$ cat src/rtl/pps_pkg.sv
package pps_pkg;

    typedef enum logic [1:0] {
        ST_IDLE  = 2'd0,
        ST_SCAN  = 2'd1,
        ST_DRAIN = 2'd2
    } scan_state_e;

    // control top-byte value that selects the true-colour path
    localparam logic [7:0] DIRECT_TAG = 8'h03;

    typedef struct packed {
        logic [7:0] r;
        logic [7:0] g;
        logic [7:0] b;
    } rgb_t;

endpackage

$ cat src/rtl/pps_scan_fsm.sv
module pps_scan_fsm
    import pps_pkg::*;
#(
    parameter int MAX_W  = 1024,
    parameter int MAX_H  = 768,
    parameter int STRIDE = 1024,
    parameter int WW     = 11,
    parameter int HW     = 10,
    parameter int AW     = 20
) (
    input  logic          clk,
    input  logic          rst_n,
    input  logic          start,
    input  logic [WW-1:0] cfg_w,
    input  logic [HW-1:0] cfg_h,
    input  logic          frame_done,
    output logic          rd_en,
    output logic          rd_last,
    output logic [AW-1:0] rd_addr
);

    localparam logic [31:0] PLANE_WORDS = 32'(STRIDE * MAX_H);

    scan_state_e   st, st_nxt;
    logic [WW-1:0] wl, x;
    logic [HW-1:0] hl, y;
    logic [AW-1:0] addr_q, base_q;
    logic [WW-1:0] cw;
    logic [HW-1:0] ch;
    logic          launch, eol, eof;

    assign cw     = (cfg_w > WW'(MAX_W)) ? WW'(MAX_W) : cfg_w;
    assign ch     = (cfg_h > HW'(MAX_H)) ? HW'(MAX_H) : cfg_h;
    assign launch = (st == ST_IDLE) && start && (cfg_w != '0) && (cfg_h != '0);
    assign eol    = (x == wl - 1'b1);
    assign eof    = eol && (y == hl - 1'b1);

    // state register
    always_ff @(posedge clk) begin
        if (!rst_n) st <= ST_IDLE;
        else        st <= st_nxt;
    end

    // next state
    always_comb begin
        st_nxt = st;
        unique case (st)
            ST_IDLE:  if (launch)     st_nxt = ST_SCAN;
            ST_SCAN:  if (eof)        st_nxt = ST_DRAIN;
            ST_DRAIN: if (frame_done) st_nxt = ST_IDLE;
            default:                  st_nxt = ST_IDLE;
        endcase
    end

    // outputs
    always_comb begin
        rd_en   = (st == ST_SCAN);
        rd_last = (st == ST_SCAN) && eof;
        rd_addr = addr_q;
    end

    // coordinate and address counters
    always_ff @(posedge clk) begin
        if (!rst_n) begin
            wl     <= '0;
            hl     <= '0;
            x      <= '0;
            y      <= '0;
            addr_q <= '0;
            base_q <= '0;
        end else begin
            unique case (st)
                ST_IDLE: begin
                    if (launch) begin
                        wl     <= cw;
                        hl     <= ch;
                        x      <= '0;
                        y      <= '0;
                        addr_q <= '0;
                        base_q <= '0;
                    end
                end
                ST_SCAN: begin
                    if (!eof) begin
                        if (eol) begin
                            x      <= '0;
                            y      <= y + 1'b1;
                            base_q <= base_q + AW'(STRIDE);
                            addr_q <= base_q + AW'(STRIDE);
                        end else begin
                            x      <= x + 1'b1;
                            addr_q <= addr_q + 1'b1;
                        end
                    end
                end
                default: ;
            endcase
        end
    end


    step_chk: assert property (@(posedge clk) disable iff (!rst_n)
        (rd_en && !eol) |=> (rd_en && rd_addr == $past(rd_addr) + 1'b1));


    line_wrap_chk: assert property (@(posedge clk) disable iff (!rst_n)
        (rd_en && eol && !eof) |=> (rd_en && rd_addr == $past(base_q) + AW'(STRIDE)));


    busy_start_chk: assert property (@(posedge clk) disable iff (!rst_n)
        (st == ST_DRAIN && start) |=> (st != ST_SCAN));


    zero_cfg_chk: assert property (@(posedge clk) disable iff (!rst_n)
        (st == ST_IDLE && start && (cfg_w == '0 || cfg_h == '0)) |=> (st == ST_IDLE));


    addr_range_chk: assert property (@(posedge clk) disable iff (!rst_n)
        rd_en |-> ({{(32-AW){1'b0}}, rd_addr} < PLANE_WORDS));

endmodule

$ cat src/rtl/pps_plane_sel.sv
module pps_plane_sel
    import pps_pkg::*;
(
    input  logic        clk,
    input  logic        rst_n,
    input  logic        rd_en,
    input  logic        rd_last,
    input  logic [7:0]  idx_in,
    input  logic [31:0] tc_in,
    input  logic [31:0] ctl_in,
    output logic        pal_rd_en,
    output logic [7:0]  pal_addr,
    output logic        s2_valid,
    output logic        s2_last,
    output logic        s2_direct,
    output rgb_t        s2_rgb
);

    logic m1_valid, m1_last;

    // align the pixel tag with plane data arriving one clock after the read
    always_ff @(posedge clk) begin
        if (!rst_n) begin
            m1_valid <= 1'b0;
            m1_last  <= 1'b0;
        end else begin
            m1_valid <= rd_en;
            m1_last  <= rd_last;
        end
    end

    assign pal_rd_en = m1_valid;
    assign pal_addr  = idx_in;

    // decide the path; delay the true colour to meet the palette return
    always_ff @(posedge clk) begin
        if (!rst_n) begin
            s2_valid  <= 1'b0;
            s2_last   <= 1'b0;
            s2_direct <= 1'b0;
            s2_rgb    <= '0;
        end else begin
            s2_valid  <= m1_valid;
            s2_last   <= m1_last;
            s2_direct <= m1_valid && (ctl_in[31:24] == DIRECT_TAG);
            s2_rgb    <= tc_in[23:0];
        end
    end


    pal_align_chk: assert property (@(posedge clk) disable iff (!rst_n)
        pal_rd_en |-> $past(rd_en));

endmodule

$ cat src/rtl/pps_out_stage.sv
module pps_out_stage
    import pps_pkg::*;
(
    input  logic        clk,
    input  logic        rst_n,
    input  logic        s2_valid,
    input  logic        s2_last,
    input  logic        s2_direct,
    input  rgb_t        s2_rgb,
    input  logic [23:0] pal_data,
    output logic        out_valid,
    output rgb_t        out_pix,
    output logic        done
);

    logic out_last;

    always_ff @(posedge clk) begin
        if (!rst_n) begin
            out_valid <= 1'b0;
            out_last  <= 1'b0;
            out_pix   <= '0;
            done      <= 1'b0;
        end else begin
            out_valid <= s2_valid;
            out_last  <= s2_valid && s2_last;
            out_pix   <= s2_direct ? s2_rgb : rgb_t'(pal_data);
            done      <= out_valid && out_last;
        end
    end


    done_after_last_chk: assert property (@(posedge clk) disable iff (!rst_n)
        done |-> $past(out_valid && out_last));


    done_pulse_chk: assert property (@(posedge clk) disable iff (!rst_n)
        done |=> !done);

endmodule

$ cat src/rtl/plane_pixel_mixer.sv
module plane_pixel_mixer
    import pps_pkg::*;
#(
    parameter int MAX_W  = 1024,
    parameter int MAX_H  = 768,
    parameter int STRIDE = 1024,
    localparam int WW    = $clog2(MAX_W + 1),
    localparam int HW    = $clog2(MAX_H + 1),
    localparam int AW    = $clog2(STRIDE * MAX_H)
) (
    input  logic          clk,
    input  logic          rst_n,
    input  logic          start,
    input  logic [WW-1:0] act_w,
    input  logic [HW-1:0] act_h,
    output logic          rd_en,
    output logic [AW-1:0] rd_addr,
    input  logic [7:0]    idx_data,
    input  logic [31:0]   tc_data,
    input  logic [31:0]   ctl_data,
    output logic          pal_rd_en,
    output logic [7:0]    pal_addr,
    input  logic [23:0]   pal_data,
    output logic          out_valid,
    output logic [7:0]    out_r,
    output logic [7:0]    out_g,
    output logic [7:0]    out_b,
    output logic          done
);

    logic rd_last, s2_valid, s2_last, s2_direct;
    rgb_t s2_rgb, pix;

    pps_scan_fsm #(
        .MAX_W(MAX_W), .MAX_H(MAX_H), .STRIDE(STRIDE),
        .WW(WW), .HW(HW), .AW(AW)
    ) u_scan (
        .clk(clk), .rst_n(rst_n), .start(start),
        .cfg_w(act_w), .cfg_h(act_h), .frame_done(done),
        .rd_en(rd_en), .rd_last(rd_last), .rd_addr(rd_addr)
    );

    pps_plane_sel u_sel (
        .clk(clk), .rst_n(rst_n), .rd_en(rd_en), .rd_last(rd_last),
        .idx_in(idx_data), .tc_in(tc_data), .ctl_in(ctl_data),
        .pal_rd_en(pal_rd_en), .pal_addr(pal_addr),
        .s2_valid(s2_valid), .s2_last(s2_last),
        .s2_direct(s2_direct), .s2_rgb(s2_rgb)
    );

    pps_out_stage u_out (
        .clk(clk), .rst_n(rst_n), .s2_valid(s2_valid), .s2_last(s2_last),
        .s2_direct(s2_direct), .s2_rgb(s2_rgb), .pal_data(pal_data),
        .out_valid(out_valid), .out_pix(pix), .done(done)
    );

    assign out_r = pix.r;
    assign out_g = pix.g;
    assign out_b = pix.b;


    direct_path_chk: assert property (@(posedge clk) disable iff (!rst_n)
        (out_valid && $past(ctl_data[31:24], 2) == DIRECT_TAG)
            |-> ({out_r, out_g, out_b} == $past(tc_data[23:0], 2)));


    palette_path_chk: assert property (@(posedge clk) disable iff (!rst_n)
        (out_valid && $past(ctl_data[31:24], 2) != DIRECT_TAG)
            |-> ({out_r, out_g, out_b} == $past(pal_data)));


    latency_chk: assert property (@(posedge clk) disable iff (!rst_n)
        out_valid == $past(rd_en, 3));


    idle_quiet_chk: assert property (@(posedge clk) disable iff (!rst_n)
        $rose(rd_en) |-> $past(start));

endmodule

$ cat config.mk
export PLATFORM = sky130hd
export DESIGN_NAME = plane_pixel_mixer
export DESIGN_NICKNAME = d
export VERILOG_FILES = /design/src/rtl/pps_pkg.sv /design/src/rtl/pps_scan_fsm.sv /design/src/rtl/pps_plane_sel.sv /design/src/rtl/pps_out_stage.sv /design/src/rtl/plane_pixel_mixer.sv
export SDC_FILE = /design/constraint.sdc
export NUM_CORES = 1
export LEC_CHECK = 0
export BUFFER_PORTS_ARGS = -buffer_cell sky130_fd_sc_hd__buf_2
export CAP_MARGIN = 40
export CORE_ASPECT_RATIO = 1.4
export CORE_MARGIN = 5
export CORE_UTILIZATION = 30
export DETAILED_ROUTE_END_ITERATION = 8
export PLACE_DENSITY = 0.62
export SLEW_MARGIN = 0
export SYNTH_ARGS = -nofsm -noshare
export SYNTH_HDL_FRONTEND = slang
export SYNTH_SLANG_ARGS = --single-unit
export TNS_END_PERCENT = 5
$ cat constraint.sdc
create_clock -name clk -period 4.4 [get_ports clk]
set_input_delay 1.32 -clock clk [delete_from_list [all_inputs] [get_ports clk]]
set_output_delay 1.32 -clock clk [all_outputs]
set_load 0.05 [all_outputs]
==> results.py, run 1 <==
metrics = {
    "run_status": {
        "status": "complete, no violations",
    },
    "power_and_ir_drop": {
        "power_density_nw_per_um2": 390.9,
        "p_leak_nw": 2.973,
        "power.total_mw": 2.940,
        "vdd_ir_drop_max_uv": 227.3,
    },
    "route": {
        "drt_iter0_markers": 242,
        "viasPerCell": 4.913,
        "vias": 5257,
        "routed_wl_um": 15430,
        "drc": 0,
        "wl_per_cell_um": 14.42,
        "ant_nets": 0,
        "drt_pass1_iterations": 4,
    },
    "clocking": {
        "cts.sinks": 130,
        "clock_path_buffers": 2,
        "clock_latency_ns": 0.42,
        "postCtsSetupBuffers": 0,
        "cts-hold-fix-buffers": 0,
        "tritoncts": "yes",
        "path_clk_slew_ns": 0.06,
        "post_cts_resized": 0,
        "h-tree-depth": 4,
        "ctsRootBufferMaster": "clkbuf_16",
        "cts_buffers": 17,
    },
    "worst_setup_path": {
        "crit_start": "u_scan.wl[0]$_SDFFE_PN0P_",
        "cp_data_arrival_time_ns": 3.79,
        "reg2reg_depth": 13,
        "regToRegEndpoint": "u_scan.rd_addr[2]$_SDFFE_PN0P_",
        "critPathCaptureType": "flop",
        "r2r_slack_ns": 0.93,
        "reg2reg_from": "u_scan.wl[0]$_SDFFE_PN0P_",
        "startpoint_type": "flop",
        "cp.required_ns": 4.71,
        "path_class": "reg -> reg",
        "crit_end": "u_scan.rd_addr[2]$_SDFFE_PN0P_",
        "critical_path.max_fanout": 17,
    },
    "cells_and_area": {
        "n_fill_cell": 2003,
        "area_delta_synth_final_pct": 23.71,
        "nets": 930,
        "layout.cells.non_filler": 1070,
        "layout-drive-gt1-share_pct": 22.64,
        "final_area_sq_um": 7520,
    },
    "logic_synthesis": {
        "synth-xor-area-share_pct": 6.196,
        "synth_simple_gate_area_share_pct": 24.72,
        "synth-seq-area-share_pct": 42.82,
        "synth-compound-area-share_pct": 14.99,
        "yosys.cell_types.count": 59,
        "synth-edff-count": 0,
        "syn-cell-area_sq_um": 6078,
        "synth_seq_cells": 130,
        "synthMuxAreaShare_pct": 5.434,
        "synth-adder-area-share_pct": 1.235,
        "ys.warnings.count": 0,
        "synth_top_family_by_area": "simple AND/OR/NAND/NOR gates",
        "synthesis.nets": 813,
        "syn_area_per_cell_sq_um": 8.848,
        "synth-main-ff-cell": "dfxtp_1",
        "synthCells": 687,
        "synth_async_sr_flop_share_pct": 0,
    },
    "die": {
        "core_sq_um": 19920,
        "dieArea_sq_um": 23250,
        "die_h_um": 178.4,
        "die_x_um": 130.3,
        "initial_core_util_pct": 30.51,
        "std_cell_rows": 61,
        "io_pins": 176,
    },
    "global_route": {
        "grt_pass1_vias": 5141,
        "gr-usage-met3_pct": 3.056,
        "grt_pass1_wl_um": 24960,
        "busiest_layer": "met2",
        "use_met2_pct": 23.89,
        "antenna_found_initial": 0,
        "grtUsageTotal_pct": 13.43,
        "globalRouteOverflowTotal": 0,
        "grt_max_degree": 43,
        "met1_usage_pct": 14.93,
    },
    "timing": {
        "setup_slack_ns": 0.9287,
        "period_share_pct": 78.89,
        "rsz0062_at_grt": "false",
        "setup_violations": 0,
        "skew_ns": 0.008909,
        "relSlewSlack_pct": 56.03,
        "drv_slew": 0,
        "hold_viol": 0,
        "max_freq_mhz": 288.1,
        "tightest_slew_ns": 0.6430,
        "period_needed_ns": 3.471,
        "fin_setup_tns_ns": 0,
    },
    "place": {
        "dpl_cell_area_sq_um": 6939,
        "hpwl_um": 11580,
        "gp_congestion": 0.7981,
        "dpl_worst_slack_ns": 0.6497,
        "port_buffers": 127,
        "dpl.cell_count": 1037,
    },
    "min_path": {
        "hold_path.class": "reg -> reg",
    },
    "run": {
        "cap_viol_max_count": 0,
    },
}
-- per-layer routing --
| layer | part of all wire (%) | vias up |
|---|---|---|
| li1 | - | 2662 |
| met1 | 41 | 2451 |
| met2 | 52 | 115 |
| met3 | 5.0 | 29 |
| met4 | 2.5 | 0 |
| met5 | 0 | - |
-- final cells by class --
class,count,area [sq um],share of cell area (%)
diodes,1,2.502,0.03328
clock buffers,17,425.4,5.657
clock inverters,15,152.6,2.030
inverters,18,67.56,0.8985
multi-input cells,495,3202,42.58
flip-flops and latches,130,2603,34.61
well taps,252,315.3,4.193
repair buffers,142,752.0,10.00
-- cell usage after synthesis (3+ instances only) --
library cell / instances / area share [%]
nand4_1: 9 / 0.93
o21ai_0: 22 / 1.8
a21boi_0: 7 / 0.86
a2111oi_0: 5 / 0.72
ha_1: 6 / 1.2
o31ai_1: 6 / 0.74
mux2i_1: 33 / 5.4
xor2_1: 18 / 2.6
a21o_1: 5 / 0.62
and3_1: 7 / 0.72
a21oi_1: 30 / 2.5
buf_2: 5 / 0.41
nor3b_1: 6 / 0.74
or4_1: 3 / 0.37
nor4_1: 5 / 0.51
nand3b_1: 3 / 0.37
nand3_1: 36 / 3.0
and4_1: 5 / 0.72
o21a_1: 3 / 0.37
o211ai_1: 5 / 0.62
or3_1: 10 / 1.0
inv_1: 17 / 1.0
or2_2: 3 / 0.31
clkbuf_1: 26 / 1.6
a31oi_1: 5 / 0.51
and2_1: 30 / 3.1
a211oi_1: 13 / 1.6
nand2_1: 52 / 3.2
a221oi_1: 3 / 0.43
nand2b_1: 4 / 0.41
nor2b_1: 34 / 3.5
buf_4: 11 / 1.4
dfxtp_1: 130 / 43
a22o_1: 10 / 1.4
nor3_1: 15 / 1.2
o22ai_1: 4 / 0.41
xnor2_1: 25 / 3.6
nor2_1: 50 / 3.1
nor4b_1: 4 / 0.58
-- where the power goes --
group	internal [mW]	total (mW)	switching [mW]	leakage [nW]
clock network	0.759	1.38	0.616	0.284
registers	1.21	1.24	0.0253	1.06
logic	0.129	0.324	0.196	1.62
-- cell families after synthesis --
group,count (synthesis)
AO/OA/AOI/OAI,133
flip-flops,130
adder cells (fa/ha/maj),6
XOR/XNOR,43
multiplexers,33
buffers and inverters,62
AND/OR/NAND/NOR,280
-- cell usage in the layout, fill, tap and decap left out, types with 13 or more instances in the layout --
master     count
dfxtp_1      130
buf_2        127
nand2_1       52
nor2_1        50
nand3_1       36
nor2b_1       34
mux2i_1       33
and2_1        30
a21oi_1       30
xnor2_1       25
o21ai_0       22
xor2_1        18
inv_1         17
clkbuf_16     17
nor3_1        15
buf_4         14
a211oi_1      13
-- flip-flops by register name, indices dropped and copies added, names as in the netlist --
name	cells
u_out.done	1
u_scan.base_q	10
u_sel.s2_last	1
u_sel.s2_valid	1
u_scan.st	2
u_scan.hl	10
u_sel.s2_direct	1
u_scan.x	11
u_sel.pal_rd_en	1
u_out.out_last	1
u_out.out_pix	24
u_sel.s2_rgb	24
u_scan.rd_addr	20
u_scan.wl	11
u_out.out_valid	1
u_sel.m1_last	1
u_scan.y	10
-- stage by stage --
| stage | util [%] | hold WS, ns |
|---|---|---|
| global placement | 34.78 | 0.4203 |
| floorplan | - | 0.4119 |
| finish | 37.75 | 0.4335 |
| CTS | 37.74 | 0.4373 |
| detailed placement | 34.83 | 0.4225 |
| global route | 37.74 | 0.4501 |
-- critical path, stage by stage (launching register included) --
cell and delay, ns:
dfxtp_1 0.41, inv_1 0.08, ha_1 0.32, xor2_1 0.13, nand2_1 0.05, a2111oi_0 0.51, nand3_1 0.16, or3_1 0.33
buf_4 0.21, a211o_1 0.32, buf_4 0.19, nand2_1 0.33, buf_4 0.25, nor2_1 0.06
-- how the worst min path moves through the flow --
stage	start	to	slack, ns	cells past startpoint
floorplan	u_sel.m1_last$_SDFF_PN0_	u_sel.s2_last$_SDFF_PN0_	0.41	1
global placement	u_sel.m1_last$_SDFF_PN0_	u_sel.s2_last$_SDFF_PN0_	0.42	1
detailed placement	u_sel.m1_last$_SDFF_PN0_	u_sel.s2_last$_SDFF_PN0_	0.42	1
CTS	u_sel.m1_last$_SDFF_PN0_	u_sel.s2_last$_SDFF_PN0_	0.44	1
global route	u_sel.m1_last$_SDFF_PN0_	u_sel.s2_last$_SDFF_PN0_	0.45	1
finish	u_sel.m1_last$_SDFF_PN0_	u_sel.s2_last$_SDFF_PN0_	0.43	1
No activity file was read; power rests on OpenSTA's default activity.
==> run 2, diff against run 1 <==
--- a/config.mk
+++ b/config.mk
@@ -5,13 +5,14 @@
 export SDC_FILE = /design/constraint.sdc
 export NUM_CORES = 1
 export LEC_CHECK = 0
+export ABC_AREA = 1
 export BUFFER_PORTS_ARGS = -buffer_cell sky130_fd_sc_hd__buf_2
 export CAP_MARGIN = 40
 export CORE_ASPECT_RATIO = 1.4
 export CORE_MARGIN = 5
 export CORE_UTILIZATION = 30
 export DETAILED_ROUTE_END_ITERATION = 8
-export PLACE_DENSITY = 0.62
+export PLACE_DENSITY = 0.61
 export SLEW_MARGIN = 0
 export SYNTH_ARGS = -nofsm -noshare
 export SYNTH_HDL_FRONTEND = slang
==> constraint.sdc (replaced) <==
create_clock -name clk -period 3.3 [get_ports clk]
set_input_delay 0.99 -clock clk [delete_from_list [all_inputs] [get_ports clk]]
set_output_delay 0.99 -clock clk [all_outputs]
set_load 0.05 [all_outputs]
==> run 2 against run 1 <==
  * Core utilization shrank 0.63 points
  * Sequential power is 36% higher
  * Global-route usage up 1.1 points
  * Critical endpoint is now u_scan.rd_addr[17]$_SDFFE_PN0P_
  * Worst hold slack got worse by 0.023 ns
  * Largest cell class unchanged
  * Cell area up 7.9%
  * Highest routed layer unchanged
  * Clock skew rose by 0.0018 ns
  * Sequential share of layout area decreased by 2.5 points
  * Synthesized cell count up 44%
  * Combinational power is 100% higher
  * First-iteration DRC count is 77% higher
  * Clock power is 40% higher
==> results.py, run 2 <==
metrics = {
    "timing": {
        "max_freq_mhz": 362.2,
        "hold_viol": 0,
        "period_share_pct": 83.68,
        "relSlewSlack_pct": 41.08,
        "rsz0062_at_grt": "false",
        "drv_slew": 0,
        "skew_ns": 0.01075,
        "fin_setup_tns_ns": 0,
        "tightest_slew_ns": 0.8837,
        "period_needed_ns": 2.761,
        "setup_violations": 0,
    },
    "route": {
        "wl_per_cell_um": 12.86,
        "drt_pass1_iterations": 5,
        "drt_iter0_markers": 429,
        "viasPerCell": 4.610,
        "drc": 0,
        "vias": 6477,
        "ant_nets": 0,
        "routed_wl_um": 18070,
    },
    "logic_synthesis": {
        "synth-xor-area-share_pct": 4.745,
        "synthesis.nets": 1114,
        "synth_async_sr_flop_share_pct": 0,
        "synth-seq-area-share_pct": 39.16,
        "yosys.cell_types.count": 37,
        "synth_common_cells": "231 x nand2_1, 138 x nor2_1, 130 x dfxtp_1",
        "ys.warnings.count": 0,
        "synth-main-ff-cell": "dfxtp_1",
        "syn_area_per_cell_sq_um": 6.726,
        "synth-adder-area-share_pct": 1.130,
        "syn-cell-area_sq_um": 6645,
        "yosysMostFrequentCell": "nand2_1",
        "synthTopCellsByArea": "dfxtp_1 39%, nand2_1 13%, nand3_1 8.8%",
        "yosysTopAreaCell": "dfxtp_1",
        "synth_top_area_share_pct": 39.16,
        "synth_seq_cells": 130,
        "synth-compound-area-share_pct": 8.360,
        "synth_top_family_by_area": "simple AND/OR/NAND/NOR gates",
        "synthCells": 988,
        "synthMuxAreaShare_pct": 0,
        "synth_simple_gate_area_share_pct": 37.13,
        "synth-edff-count": 0,
    },
    "power_and_ir_drop": {
        "vdd_ir_drop_max_uv": 442.1,
        "clkPwrFrac_pct": 45.2,
        "comb_power_share_pct": 15.2,
        "power_density_nw_per_um2": 526.1,
        "switchingPower_mw": 1.221,
        "p_sw_share_pct": 28.61,
        "p_leak_nw": 3.792,
        "power.total_mw": 4.269,
        "internal_power_mw": 3.047,
        "pwr-share-seq_pct": 39.6,
    },
    "cells_and_area": {
        "nets": 1222,
        "layout-drive-gt1-share_pct": 17.87,
        "n_antenna_cell": 0,
        "area_delta_synth_final_pct": 22.11,
        "layout_common_cells": "231 x nand2_1, 137 x nor2_1, 130 x dfxtp_1",
        "post-route-util_pct": 37.12,
        "final_common_cell": "nand2_1",
    },
    "place": {
        "gp_congestion": 0.8668,
        "port_buffers": 127,
        "hpwl_um": 13190,
    },
    "die": {
        "initial_core_util_pct": 30.40,
        "std_cell_rows": 64,
        "dieArea_sq_um": 25270,
        "die_h_um": 186.1,
        "die_x_um": 135.8,
        "core_sq_um": 21860,
        "io_pins": 176,
    },
    "worst_setup_path": {
        "path_class": "reg -> reg",
        "cp.required_ns": 3.59,
        "crit_slowest_cell": "dfxtp_1",
        "cp_data_arrival_time_ns": 3.05,
        "crit_chain": "inv_2 -> ha_1 -> nand2_1 -> nand2_1 -> xor2_1 -> nand3_1 -> nor2_1 -> nand3_1 -> nor2_2 -> nand2_1 -> nand2_2 -> buf_4 -> nand3_1 -> nand2_1 -> nor2_1",
        "worst_path_largest_cell_delay_ns": 0.33,
        "cpMostUsedCell": "nand2_1",
        "startpoint_type": "flop",
        "critPathCaptureType": "flop",
        "critical_path.max_fanout": 22,
    },
    "clocking": {
        "clock_path_buffers": 2,
        "h-tree-depth": 4,
        "clock_latency_ns": 0.42,
        "post_cts_resized": 0,
        "cts_buffers": 17,
        "cts-hold-fix-buffers": 0,
        "tritoncts": "yes",
        "cts.sinks": 130,
        "postCtsSetupBuffers": 0,
        "ctsRootBufferMaster": "clkbuf_16",
        "path_clk_slew_ns": 0.06,
    },
    "run": {
        "cap_viol_max_count": 0,
    },
    "global_route": {
        "grtUsageTotal_pct": 14.55,
        "grt_pass1_vias": 6190,
        "grt_max_degree": 69,
        "grt_pass1_wl_um": 29950,
        "antenna_found_initial": 0,
        "globalRouteOverflowTotal": 0,
    },
    "run_status": {
        "status": "complete, no violations",
    },
    "min_path": {
        "hold_path.class": "reg -> reg",
    },
}
run 2: routing by layer:
layer  part of all wire [%]  vias to the layer above  wire length, um  global-route usage [%]
li1                       -                     3386                -                       -
met1                     43                     2897             7800                   16.85
met5                      0                        -                0                       0
met3                    5.7                       32             1035                   3.272
met2                     48                      162             8697                   25.36
met4                    3.0                        0              538                   6.979
run 2: power groups by stage:
stage | clock network, mW | registers (mW) | logic, mW
after floorplan | 0 | 1.81 | 0.403
after CTS | 1.98 | 1.69 | 0.652
after global placement | 0 | 1.73 | 0.642
after global routing | 2.05 | 1.70 | 0.729
final | 1.93 | 1.69 | 0.647
after detailed placement | 0 | 1.73 | 0.649
run 2: kinds of logic (layout without fill, tap and decap cells):
| family | after synthesis | in the layout |
|---|---|---|
| flip-flops | 130 | 130 |
| AND/OR/NAND/NOR | 562 | 562 |
| XOR/XNOR | 36 | 36 |
| buffers and inverters | 151 | 271 |
| adder cells (fa/ha/maj) | 6 | 6 |
| AO/OA/AOI/OAI | 103 | 103 |
run 2: worst paths after layout:
kind	cells after the start	end	from	slack (ns)
hold / removal	2	u_out.out_last$_SDFF_PN0_	u_sel.s2_last$_SDFF_PN0_	0.41
setup reg to reg	15	u_scan.rd_addr[17]$_SDFFE_PN0P_	u_scan.wl[0]$_SDFFE_PN0P_	0.54
setup / recovery	15	u_scan.rd_addr[17]$_SDFFE_PN0P_	u_scan.wl[0]$_SDFFE_PN0P_	0.54
hold reg to reg	2	u_out.out_last$_SDFF_PN0_	u_sel.s2_last$_SDFF_PN0_	0.41
run 2: critical path, delay by kind of cell, from the launching register on:
| kind | cells | cell delay [ns] |
|---|---|---|
| buffers and inverters | 2 | 0.41 |
| xor gates and xnor gates | 1 | 0.19 |
| adders and majority gates | 1 | 0.33 |
| DFF | 1 | 0.33 |
| and+or+nand+nor | 11 | 1.37 |
run 2: area by class of cell:
| cell class | instances | area [sq um] |
|---|---|---|
| Sequential cell | 130 | 2603 |
| Timing Repair Buffer | 136 | 728.2 |
| Multi-Input combinational cell | 707 | 3421 |
| Fill cell | 2335 | 13750 |
| Clock buffer | 18 | 439.2 |
| Inverter | 104 | 390.4 |
| Clock inverter | 13 | 161.4 |
| Tap cell | 297 | 371.6 |
run 2: through the flow:
step | hold slack [ns] | area (sq um) | setup WS [ns] | cells
after global routing | 0.4199 | 8114 | 0.3000 | 1405
after CTS | 0.4150 | 8114 | 0.5195 | 1405
after floorplan | 0.3905 | 6645 | 0.5193 | 988
after detailed placement | 0.4013 | 7513 | 0.3677 | 1374
after global placement | 0.4085 | 7513 | 0.3505 | 1374
final | 0.4107 | 8114 | 0.5387 | 1405
